### src/rtl/pps_pkg.sv
package pps_pkg;

   typedef enum logic [1:0] {
      SLOT_NONE     = 2'b00,
      SLOT_CLK_RST  = 2'b01,
      SLOT_RST_ONLY = 2'b10,
      SLOT_CLK_ONLY = 2'b11
   } slot_kind_e;

   typedef enum logic [4:0] {
      ST_IDLE,
      ST_PG_WAIT,
      ST_UP_CLK,
      ST_UP_W1,
      ST_UP_W2,
      ST_UP_FLUSH,
      ST_UP_COFF,
      ST_PL_W1,
      ST_PL_W2,
      ST_PL_COFF,
      ST_DN_CHK,
      ST_DN_FLUSH,
      ST_DN_OFF,
      ST_UN_CLK,
      ST_UN_CLAMP,
      ST_UN_PWR
   } seq_state_e;

   function automatic logic kind_has_clk(input slot_kind_e k);
      return (k == SLOT_CLK_RST) || (k == SLOT_CLK_ONLY);
   endfunction

   function automatic logic kind_has_rst(input slot_kind_e k);
      return (k == SLOT_CLK_RST) || (k == SLOT_RST_ONLY);
   endfunction

endpackage

### src/rtl/pps_timer.sv
module pps_timer #(
   parameter int LEN = 8
) (
   input  logic clk,
   input  logic rst_n,
   input  logic start,
   output logic fire
);
   localparam int CW = $clog2(LEN + 1);

   if (LEN < 1) begin : g_bad_len
      $error("pps_timer: LEN must be at least 1");
   end

   logic [CW-1:0] cnt;
   logic          run;

   assign fire = run && (cnt == CW'(1));

   always_ff @(posedge clk or negedge rst_n) begin
      if (!rst_n) begin
         cnt <= '0;
         run <= 1'b0;
      end else if (start) begin
         cnt <= CW'(LEN);
         run <= 1'b1;
      end else if (run) begin
         if (cnt == CW'(1)) run <= 1'b0;
         else               cnt <= cnt - CW'(1);
      end
   end
endmodule

### src/rtl/pps_slot_map.sv
module pps_slot_map
   import pps_pkg::*;
#(
   parameter int NSLOT = 4
) (
   input  logic [2*NSLOT-1:0] slot_type,
   input  logic               rst_hold,
   input  logic               clk_hold,
   output logic [NSLOT-1:0]   rst_out,
   output logic [NSLOT-1:0]   clk_en,
   output logic [NSLOT-1:0]   clk_cap
);
   for (genvar g = 0; g < NSLOT; g++) begin : g_slot
      slot_kind_e kind;
      logic       rst_cap;
      assign kind       = slot_kind_e'(slot_type[2*g +: 2]);
      assign clk_cap[g] = kind_has_clk(kind);
      assign rst_cap    = kind_has_rst(kind);
      assign rst_out[g] = rst_hold & rst_cap;
      assign clk_en[g]  = clk_hold & clk_cap[g];
   end
endmodule

### src/rtl/pwr_part_seq.sv
module pwr_part_seq
   import pps_pkg::*;
#(
   parameter int NSLOT      = 4,
   parameter int CLK_MHZ    = 100,
   parameter int WAIT_US    = 10,
   parameter int PG_TIMEOUT = 5000,
   parameter bit SYNC_IN    = 1'b0
) (
   input  logic               clk,
   input  logic               rst_n,
   input  logic               cmd_valid,
   input  logic               cmd_up,
   input  logic               pwr_good,
   input  logic               flush_ack,
   input  logic [2*NSLOT-1:0] slot_type,
   input  logic [NSLOT-1:0]   ext_clk_on,
   output logic               pwr_req,
   output logic [NSLOT-1:0]   rst_out,
   output logic [NSLOT-1:0]   clk_en,
   output logic               iso_clamp,
   output logic               flush_req,
   output logic               busy,
   output logic               done,
   output logic               err
);
   localparam int WAIT_CYC = CLK_MHZ * WAIT_US;

   if (NSLOT < 1 || NSLOT > 4) begin : g_bad_nslot
      $error("pwr_part_seq: NSLOT must be 1 to 4");
   end
   if (WAIT_CYC < 1) begin : g_bad_wait
      $error("pwr_part_seq: settle wait must be at least one cycle");
   end
   if (PG_TIMEOUT < 2) begin : g_bad_pgto
      $error("pwr_part_seq: PG_TIMEOUT must be at least 2");
   end

   // Input conditioning: direct or two-flop synchronised
   logic pg_s, fa_s;
   if (SYNC_IN) begin : g_sync
      logic [1:0] pg_q, fa_q;
      always_ff @(posedge clk or negedge rst_n) begin
         if (!rst_n) begin
            pg_q <= '0;
            fa_q <= '0;
         end else begin
            pg_q <= {pg_q[0], pwr_good};
            fa_q <= {fa_q[0], flush_ack};
         end
      end
      assign pg_s = pg_q[1];
      assign fa_s = fa_q[1];
   end else begin : g_direct
      assign pg_s = pwr_good;
      assign fa_s = flush_ack;
   end

   seq_state_e       state;
   logic             rst_hold, clk_hold;
   logic [NSLOT-1:0] clk_cap;
   logic             wait_start, wait_fire;
   logic             pg_start, pg_fire;
   logic             take_up, take_dn;

   assign busy    = (state != ST_IDLE);
   assign take_up = (state == ST_IDLE) && cmd_valid && cmd_up;
   assign take_dn = (state == ST_IDLE) && cmd_valid && !cmd_up;

   always_comb begin
      wait_start = 1'b0;
      case (state)
         ST_IDLE:  wait_start = take_up && pwr_req;
         ST_UP_CLK: wait_start = pg_s;
         ST_UP_W1: wait_start = pg_s && wait_fire;
         ST_PL_W1: wait_start = wait_fire;
         default:  wait_start = 1'b0;
      endcase
      pg_start = take_up && !pwr_req;
   end

   pps_timer #(.LEN(WAIT_CYC)) i_wait_tmr (
      .clk   (clk),
      .rst_n (rst_n),
      .start (wait_start),
      .fire  (wait_fire)
   );

   pps_timer #(.LEN(PG_TIMEOUT)) i_pg_tmr (
      .clk   (clk),
      .rst_n (rst_n),
      .start (pg_start),
      .fire  (pg_fire)
   );

   pps_slot_map #(.NSLOT(NSLOT)) i_slot_map (
      .slot_type (slot_type),
      .rst_hold  (rst_hold),
      .clk_hold  (clk_hold),
      .rst_out   (rst_out),
      .clk_en    (clk_en),
      .clk_cap   (clk_cap)
   );

   always_ff @(posedge clk or negedge rst_n) begin
      if (!rst_n) begin
         state     <= ST_IDLE;
         pwr_req   <= 1'b0;
         rst_hold  <= 1'b1;
         clk_hold  <= 1'b0;
         iso_clamp <= 1'b1;
         flush_req <= 1'b1;
         done      <= 1'b0;
         err       <= 1'b0;
      end else begin
         done <= 1'b0;
         err  <= 1'b0;
         case (state)
            ST_IDLE: begin
               if (take_up) begin
                  if (pwr_req) begin
                     rst_hold <= 1'b1;
                     state    <= ST_PL_W1;
                  end else begin
                     pwr_req <= 1'b1;
                     state   <= ST_PG_WAIT;
                  end
               end else if (take_dn) begin
                  if (pwr_req) begin
                     rst_hold <= 1'b1;
                     state    <= ST_DN_CHK;
                  end else begin
                     done <= 1'b1;
                  end
               end
            end
            ST_PG_WAIT: begin
               if (pg_s) begin
                  rst_hold <= 1'b1;
                  state    <= ST_UP_CLK;
               end else if (pg_fire) begin
                  pwr_req <= 1'b0;
                  err     <= 1'b1;
                  state   <= ST_IDLE;
               end
            end
            ST_UP_CLK: begin
               if (!pg_s) state <= ST_UN_CLK;
               else begin
                  clk_hold <= 1'b1;
                  state    <= ST_UP_W1;
               end
            end
            ST_UP_W1: begin
               if (!pg_s) state <= ST_UN_CLK;
               else if (wait_fire) begin
                  iso_clamp <= 1'b0;
                  state     <= ST_UP_W2;
               end
            end
            ST_UP_W2: begin
               if (!pg_s) state <= ST_UN_CLK;
               else if (wait_fire) begin
                  rst_hold <= 1'b0;
                  state    <= ST_UP_FLUSH;
               end
            end
            ST_UP_FLUSH: begin
               if (!pg_s) state <= ST_UN_CLK;
               else begin
                  flush_req <= 1'b0;
                  state     <= ST_UP_COFF;
               end
            end
            ST_UP_COFF: begin
               if (!pg_s) state <= ST_UN_CLK;
               else begin
                  clk_hold <= 1'b0;
                  done     <= 1'b1;
                  state    <= ST_IDLE;
               end
            end
            ST_PL_W1: begin
               if (wait_fire) begin
                  clk_hold <= 1'b1;
                  state    <= ST_PL_W2;
               end
            end
            ST_PL_W2: begin
               if (wait_fire) begin
                  rst_hold <= 1'b0;
                  state    <= ST_PL_COFF;
               end
            end
            ST_PL_COFF: begin
               clk_hold <= 1'b0;
               done     <= 1'b1;
               state    <= ST_IDLE;
            end
            ST_DN_CHK: begin
               if (|(ext_clk_on & clk_cap)) begin
                  rst_hold <= 1'b0;
                  err      <= 1'b1;
                  state    <= ST_IDLE;
               end else begin
                  flush_req <= 1'b1;
                  state     <= ST_DN_FLUSH;
               end
            end
            ST_DN_FLUSH: begin
               if (fa_s) begin
                  iso_clamp <= 1'b1;
                  state     <= ST_DN_OFF;
               end
            end
            ST_DN_OFF: begin
               pwr_req <= 1'b0;
               done    <= 1'b1;
               state   <= ST_IDLE;
            end
            ST_UN_CLK: begin
               clk_hold  <= 1'b0;
               rst_hold  <= 1'b1;
               flush_req <= 1'b1;
               state     <= ST_UN_CLAMP;
            end
            ST_UN_CLAMP: begin
               iso_clamp <= 1'b1;
               state     <= ST_UN_PWR;
            end
            ST_UN_PWR: begin
               pwr_req <= 1'b0;
               err     <= 1'b1;
               state   <= ST_IDLE;
            end
            default: state <= ST_IDLE;
         endcase
      end
   end
endmodule

### config.mk
export PLATFORM = sky130hd
export DESIGN_NAME = pwr_part_seq
export DESIGN_NICKNAME = d
export VERILOG_FILES = /design/src/rtl/pps_pkg.sv /design/src/rtl/pps_timer.sv /design/src/rtl/pps_slot_map.sv /design/src/rtl/pwr_part_seq.sv
export SDC_FILE = /design/constraint.sdc
export NUM_CORES = 1
export LEC_CHECK = 0
export BUFFER_PORTS_ARGS = -buffer_cell sky130_fd_sc_hd__buf_2
export CAP_MARGIN = 20
export CELL_PAD_IN_SITES_DETAIL_PLACEMENT = 1
export CELL_PAD_IN_SITES_GLOBAL_PLACEMENT = 1
export CORE_MARGIN = 2
export CORE_UTILIZATION = 47
export CTS_CLUSTER_DIAMETER = 150
export DETAILED_ROUTE_END_ITERATION = 6
export MAX_ROUTING_LAYER = met4
export PLACE_DENSITY = 0.85
export RECOVER_POWER = 50
export SYNTH_ARGS = -nofsm -noshare
export SYNTH_HDL_FRONTEND = slang
export SYNTH_SLANG_ARGS = --single-unit
### constraint.sdc
create_clock -name clk -period 7.4 [get_ports clk]
set_clock_uncertainty 0.05 [all_clocks]
set_input_delay 0.37 -clock clk [delete_from_list [all_inputs] [get_ports clk]]
set_output_delay 0.37 -clock clk [all_outputs]
set_load 0.05 [all_outputs]
==> run summary, run 1 <==
The flow ran to the end, but the final reports show violations. The checks that failed: capacitance limit, slew limit. The HPWL reported at the end of detailed placement is 4910 um. For this design the static power due to leakage is 1.13 nW. The count of cell types in the netlist is 50. The post-route fraction of the period consumed by the critical path came out at 0.375. The post-synthesis register bit count came out at 36. The number of inserted diodes is 0.

The full die area came out at 0.00597 mm2. Relative to the synthesized area, the layout overhead comes to 12.4%. The slew at the pin closest to its max-slew limit is 2.01 ns.

The share of synthesized flip-flops with an asynchronous set or reset is 1.00. The TritonCTS clock tree is yes. The finished cells cover 0.00283 mm2. The clock transition at the registers of the reported paths is 0.08 ns. The largest net degree at the start of global routing is 37. After the first detailed-routing iteration, the DRC count stood at 98. The required time at the endpoint of the critical path came out at 7.52 ns. The most frequently used cell type in the post-synthesis netlist is nand2_1.

The antenna violation net count after detailed routing is 0. The cell type of the slowest stage on the worst timing path is a221oi_1. The post-layout worst setup margin came out at 4.62 ns.

During synthesis, Yosys emitted a total of 0 warnings. The sequential share of the synthesized area is 0.359. The post-cts hold buffer count is 0. The number of CTS-inserted buffers is 5.

The cell taking the most area after synthesis is dfrtp_1. The peak per-stage delay on the critical path is 0.75 ns. The average instance area after synthesis is 8.41 um2. After clock tree synthesis, the repair step resized 0 gates. By count the netlist is led by nand2_1 (34), dfrtp_1 (33), o21ai_0 (25). The post-CTS setup-driven buffer insertion count came out at 0.

For this configuration, the core starts out at a cell density of 0.491. Pin placement for this block handled 32 I/O pins. The critical setup path kind is flip-flop to flip-flop. In this run the clock root is driven by a clkbuf_8.

CTS built an H-tree with a depth of 2. Setup repair after global routing left no endpoint under its margin. The wire length of the first global-routing pass is 11200 um.

STA classifies the critical path startpoint as a flip-flop. The max-slew violation count is 37. The via density per instance is 5.91. The core area came out at 0.00514 mm2. The largest voltage drop on the vdd net is 0.263 mV. The number of endpoints with negative hold slack in the final report is 0. The final critical delay including setup and external delays is 2.78 ns.

The number of antenna violations at the first check in global routing is 0. The final layout contains routed wiring with a total length of 6730 um. The clock latency of the later-clocked register in the worst-skew pair came out at 0.29 ns. The largest fanout on the critical path came out at 5. Across every metal layer, demand over resource in global routing totals 0.241. The number of enable-type register cells in the synthesized netlist came out at 0. The total negative slack is 0 ns.

Max-cap violations in this run came to 1. The congestion estimate from routability-driven global placement came to 0.892. The power per cell area came out at 404 mW/mm2.

Sorting the synthesized cells by area gives the leading types as dfrtp_1 (33%), ha_1 (6.0%), nand2_1 (5.1%). The vias after detailed routing is 2345. Traced cell by cell, the critical path runs through inv_1 -> ha_1 -> nor4b_1 -> nand3_1 -> a221oi_1 -> mux2_2. The post-placement worst setup slack is 4.61 ns. In the final layout, the share of cells above drive strength 1 is 0.150.

The vertical die dimension is 77.3 um. The number of global-route vias before repair is 2336. The synthesized netlist net count came out at 330. The fmax came out at 0.360 GHz.

The most used flip-flop cell after synthesis is dfrtp_1. In the routed design, unresolved DRC markers number 0. The share of the synthesized area in the top cell type came out at 0.327. The total of buffers placed on input and output ports is 31. The clock sink count came out at 36. The setup-violating endpoint count in the final report came out at 0. The data arrival time of the worst path is 2.90 ns. The length of the first detailed-routing pass in iterations is 4. Summed over all layers, the global routing overflow is 0. The type of destination of the critical path is a flip-flop. The count of nets after finishing is 356.

The largest buffer count on any clock path came out at 2. The cell count after synthesis came out at 300. The number of placement rows is 26.

The class of the most critical hold timing path is input pin to flip-flop. The area after detailed placement is 0.00272 mm2. The die is 77.3 um wide. The total power is 1.15 mW. The mapped cell area came out at 0.00252 mm2. In this run the tightest slew margin relative to its limit is -0.340. In the final routed layout, each cell accounts on average for 17.0 um.
-- sequential cells by signal, summed over array words and instances, names as in the netlist --
signal and flops:
clk_hold 1, done 1, err 1, flush_req 1
i_pg_tmr.cnt 13, i_pg_tmr.run 1, i_wait_tmr.cnt 10, i_wait_tmr.run 1
iso_clamp 1, pwr_req 1, rst_hold 1, state 4
-- power breakdown --
group	switching (mW)	leakage (nW)	internal [mW]	total, mW
Sequential	0.145	0.394	0.275	0.420
Combinational	0.323	0.679	0.226	0.549
Clock	0.0769	0.0541	0.0998	0.177
-- metrics by stage --
step           std cells  utilization  hold slack [ns]
6_report             397        0.551            0.392
3_5_place_dp         388        0.529            0.451
4_1_cts              396        0.551            0.151
2_1_floorplan        300            -           0.0244
3_3_place_gp         388        0.529            0.445
5_1_grt              397        0.551            0.436
-- worst paths after layout --
path                       slack [ns]           endpoint       startpoint  cells past startpoint
min in group asynchronous        0.59    i_pg_tmr.cnt[0]            rst_n                      1
max reg2reg                      4.62           state[2]  i_pg_tmr.cnt[1]                      6
max                              4.62           state[2]  i_pg_tmr.cnt[1]                      6
max in group asynchronous        5.56  i_wait_tmr.cnt[0]            rst_n                      1
min                              0.39          iso_clamp        flush_ack                      4
min reg2reg                      0.49          flush_req        flush_req                      2
-- layout by cell type, fill, tap and decap left out, drive strengths merged, types with 5 or more instances in the layout --
cell,synthesis,final
o21a,6,6
nor2,24,24
ha,12,12
xnor2,5,5
nand2,34,34
mux2,6,6
inv,12,12
a21oi,18,18
a211oi,5,5
nand2b,11,11
or3,6,6
nand3,6,6
clkbuf,12,13
dfrtp,33,33
o21ai,25,25
nor2b,9,9
and2,5,5
xor2,8,8
nor3,7,7
buf,2,24
-- layout make-up --
cell class,count,area [um2]
timing repair buffer,33,165
tap,70,87.6
clock inverter,3,42.5
sequential,36,905
inverter,12,45.0
fill,674,2310
multi-input combinational,238,1520
clock buffer,5,68.8
-- per-layer routing --
layer  global-route usage  part of all wire  wire (um)  vias to the layer above
met5                    -                 0          0                        -
met4               0.0589            0.0097         65                        0
met3               0.0318             0.039        264                        7
met2                0.400              0.49       3280                       50
met1                0.313              0.46       3130                     1156
li1                     -                 -          -                     1132
-- critical path: cells and delay by family, from the launching register on --
| family | cells | cell delay, ns |
|---|---|---|
| multiplexers | 1 | 0.42 |
| AND/OR/NAND/NOR | 2 | 0.78 |
| flip-flops | 1 | 0.42 |
| buffers and inverters | 1 | 0.10 |
| AO/OA/AOI/OAI | 1 | 0.75 |
| adder cells (fa/ha/maj) | 1 | 0.14 |
-- cells by family after synthesis --
kind of cell / Yosys count / share of synthesized area
compound gates: 79 / 0.200
simple gates: 127 / 0.267
flops: 36 / 0.359
buf+inv: 26 / 0.0387
xor+xnor: 13 / 0.0451
mux: 7 / 0.0308
fa+ha+maj: 12 / 0.0595
No activity file was read; power rests on OpenSTA's default activity.
==> inputs of run 2 (changes only) <==
CORE_UTILIZATION = 39   (was 47)
PLACE_DENSITY = 0.75   (was 0.85)
clock period = 2.3 ns   (was 7.4 ns; I/O delays follow)
==> run 2 against run 1 <==
Net effect:
- the flow finishes with violations (setup timing)
- worst hold slack worse by 0.26 ns
- via count up 5.8%
- flip-flop and latch count unchanged
- sequential power rose to 2.8 times the previous value
- critical path depth down 1
- non-clock buffer count up 37
- critical endpoint is now rst_hold
==> run summary, run 2 (synthesis results as in run 1) <==
Setup repair after global routing could not meet its margin everywhere. The global-route track usage on met3 was 0.0256 (-0.00620). The width of the chip is 84.4 um (+9.3%). In the final layout, the registers with the most flip-flops are i_pg_tmr.cnt x13, i_wait_tmr.cnt x10, state x4. The final weighted congestion in routability-driven placement is 0.838 (-6.0%).

The worst hold path belongs to the class input pin to flip-flop. The data arrival time of the worst path is 2.80 ns (-0.10 ns). The overall overflow remaining after global route is 0 (unchanged).

The post-layout worst setup margin is -0.325 ns (-4.95 ns). The required time at the endpoint of the critical path is 2.47 ns (-5.05 ns). The clock latency of the later-clocked register in the worst-skew pair came to 0.30 ns (about the same). The summed area of non-filler cells in the final layout is 0.00315 mm2 (+11%). The vertical die dimension came to 84.4 um (+9.3%). The total power is 4.02 mW (+250%). The number of antenna violations at the first check in global routing came out at 0 (unchanged).

The largest buffer count on any clock path is 2 (unchanged). The flip-flop count of the largest register, all copies and words added is 13 (unchanged). The via density per instance is 5.62 (-4.8%).

The area overhead of the layout relative to synthesis came out at 24.8%. The number of inserted diodes is 0 (unchanged). The wire length of the first global-routing pass is 12100 um (+7.9%). The clock sink count came out at 36 (unchanged). The final reports fail on setup timing. The met2 track utilization from global routing is 0.346 (-0.0537).

After global routing, the most crowded layer is met2. The register-to-register path setup slack came to -0.33 ns (-4.95 ns). The TritonCTS clock tree is yes. The fraction of layout cells with a size suffix above 1 came out at 0.272 (+0.122).

The number of endpoints with negative hold slack in the final report is 0 (unchanged). The number of CTS-inserted buffers came out at 5 (unchanged). The flow ran to the end, but the final reports show violations. The total negative slack came out at -3.00 ns (-3.00 ns). Leaving out fill and tap cells, the most frequent cells in the layout are buf_4 (36), nand2_1 (34), dfrtp_1 (32), buf_2 (28). The number of levels the H-tree was split into came to 2 (unchanged). The global-route total usage across every layer came out at 0.216 (-0.0253).

The clock transition at the registers of the reported paths is 0.09 ns (about the same). The HPWL reported at the end of detailed placement came out at 5430 um (+11%). The core area came out at 0.00631 mm2 (+23%).

i_pg_tmr.cnt holds more flip-flops than any other register. The capturing point of the worst reg2reg path is rst_hold. The vias after detailed routing came to 2480 (+5.8%). The number of primary I/O pins is 32 (unchanged). The length of the first detailed-routing pass in iterations is 4 (unchanged). The setup-violating endpoint count in the final report is 16 (+16). The total of buffers placed on input and output ports came out at 31 (unchanged). The max-slew violation count is 0 (-100%). The number of placed instances, taps included came out at 428 (+10%). The met1 usage is 0.287 (-0.0255). The critical setup path kind is flip-flop to flip-flop. STA classifies the critical path endpoint as a flip-flop. The fmax is 0.381 GHz (+5.8%).

The worst max-slew margin expressed relative to the limit came out at 0.351 (+0.691). The peak per-stage delay on the critical path is 0.54 ns (-0.21 ns). The antenna violation net count after detailed routing is 0 (unchanged). The full die area is 0.00713 mm2 (+19%). The power per cell area is 1280 mW/mm2 (+220%). The average detailed-routed wire length per instance was 16.6 um (-2.1%).

The largest voltage drop on the vdd net came to 0.547 mV (+110%). The leakage power of the design is 1.32 nW (+17%). The final standard cell count with taps included and fillers excluded came to 441 (+11%). The worst register-to-register path begins at i_wait_tmr.cnt[5]. For hold timing, the worst endpoint is iso_clamp. The most common library cell in the layout ignoring fill and taps is buf_4.

The instance count along the most critical hold path is 4 (unchanged). The number of violations of the max-capacitance limit came to 0 (-1). The post-placement worst setup slack is -0.302 ns (-4.91 ns).

The launch instance of the worst min-delay path is flush_ack. The largest net degree at the start of global routing came out at 37 (unchanged). The most numerous cell type found on the critical path is or4_4.

The largest fanout on the critical path is 2 (-3). The post-route fraction of the period consumed by the critical path came out at 1.14 (+0.766). The root buffer cell is clkbuf_8.

The number of placement rows came to 29 (+12%). The number of remaining DRC errors came out at 0 (unchanged). The effective utilization at floorplan is 0.400 (-0.0912). The cell type of the slowest stage on the worst timing path is or4_4. Walking the worst path, the cells encountered are or4_4 -> or4_4 -> or4b_4 -> a221oi_2 -> mux2_1. The slew at the pin closest to its max-slew limit was 0.973 ns (-1.04 ns). The final wirelength came out at 7320 um (+8.8%).

The area after detailed placement came out at 0.00298 mm2 (+9.5%). The launch point of the worst path is i_wait_tmr.cnt[5]. STA classifies the critical path startpoint as a flip-flop. The worst reg2reg path depth is 5 (-1). The final critical delay including setup and external delays is 2.63 ns (-0.153 ns).

The number of global-route vias before repair came out at 2500 (+7.0%). The initial DRC count is 207 (+110%). The count of nets after finishing is 393 (+10%).
-- run 2: cell type report --
| class | instances | area (um2) |
|---|---|---|
| clock buffers | 5 | 68.8 |
| multi-input cells | 238 | 1560 |
| well taps | 77 | 96.3 |
| repair buffers | 70 | 455 |
| flip-flops and latches | 36 | 906 |
| fillers | 778 | 3170 |
| clock inverters | 3 | 18.8 |
| inverters | 12 | 45.0 |
-- run 2: timing repair --
item	4_1_cts	5_1_grt
pin swaps	1	2
gates resized for setup	3	11
endpoints found under the setup margin	6	18
hold buffers	1	0
hold endpoints to repair	33	0
setup buffers	1	4
-- run 2: per-layer routing --
metal	wire length, um	part of all wire
met2	3580	0.49
met4	103	0.014
met3	311	0.042
met1	3330	0.45
met5	0	0
-- run 2: critical path: cells and delay by family (launching register included) --
family,cells,cell delay [ns]
AOI/OAI and AO/OA,1,0.27
DFF,1,0.38
muxes,1,0.34
and+or+nand+nor,3,1.51
-- run 2: worst max-delay path by stage --
stage	endpoint	slack (ns)
4_1_cts	rst_hold	-0.33
6_report	rst_hold	-0.33
5_1_grt	rst_hold	-0.40
2_1_floorplan	rst_hold	-0.29
3_3_place_gp	rst_hold	-0.28
3_5_place_dp	rst_hold	-0.30
-- run 2: stage by stage --
| stage | hold slack [ns] | util |
|---|---|---|
| final | 0.136 | 0.499 |
| after global routing | 0.154 | 0.499 |
| after CTS | 0.133 | 0.490 |
| after detailed placement | 0.226 | 0.472 |
| after global placement | 0.217 | 0.472 |
| after floorplan | -0.231 | - |
-- run 2: report_power, final --
part / switching [mW] / total, mW / internal [mW]
clock network: 0.261 / 0.473 / 0.212
registers: 0.288 / 1.18 / 0.889
logic: 1.31 / 2.37 / 1.05
total: 1.86 / 4.02 / 2.15
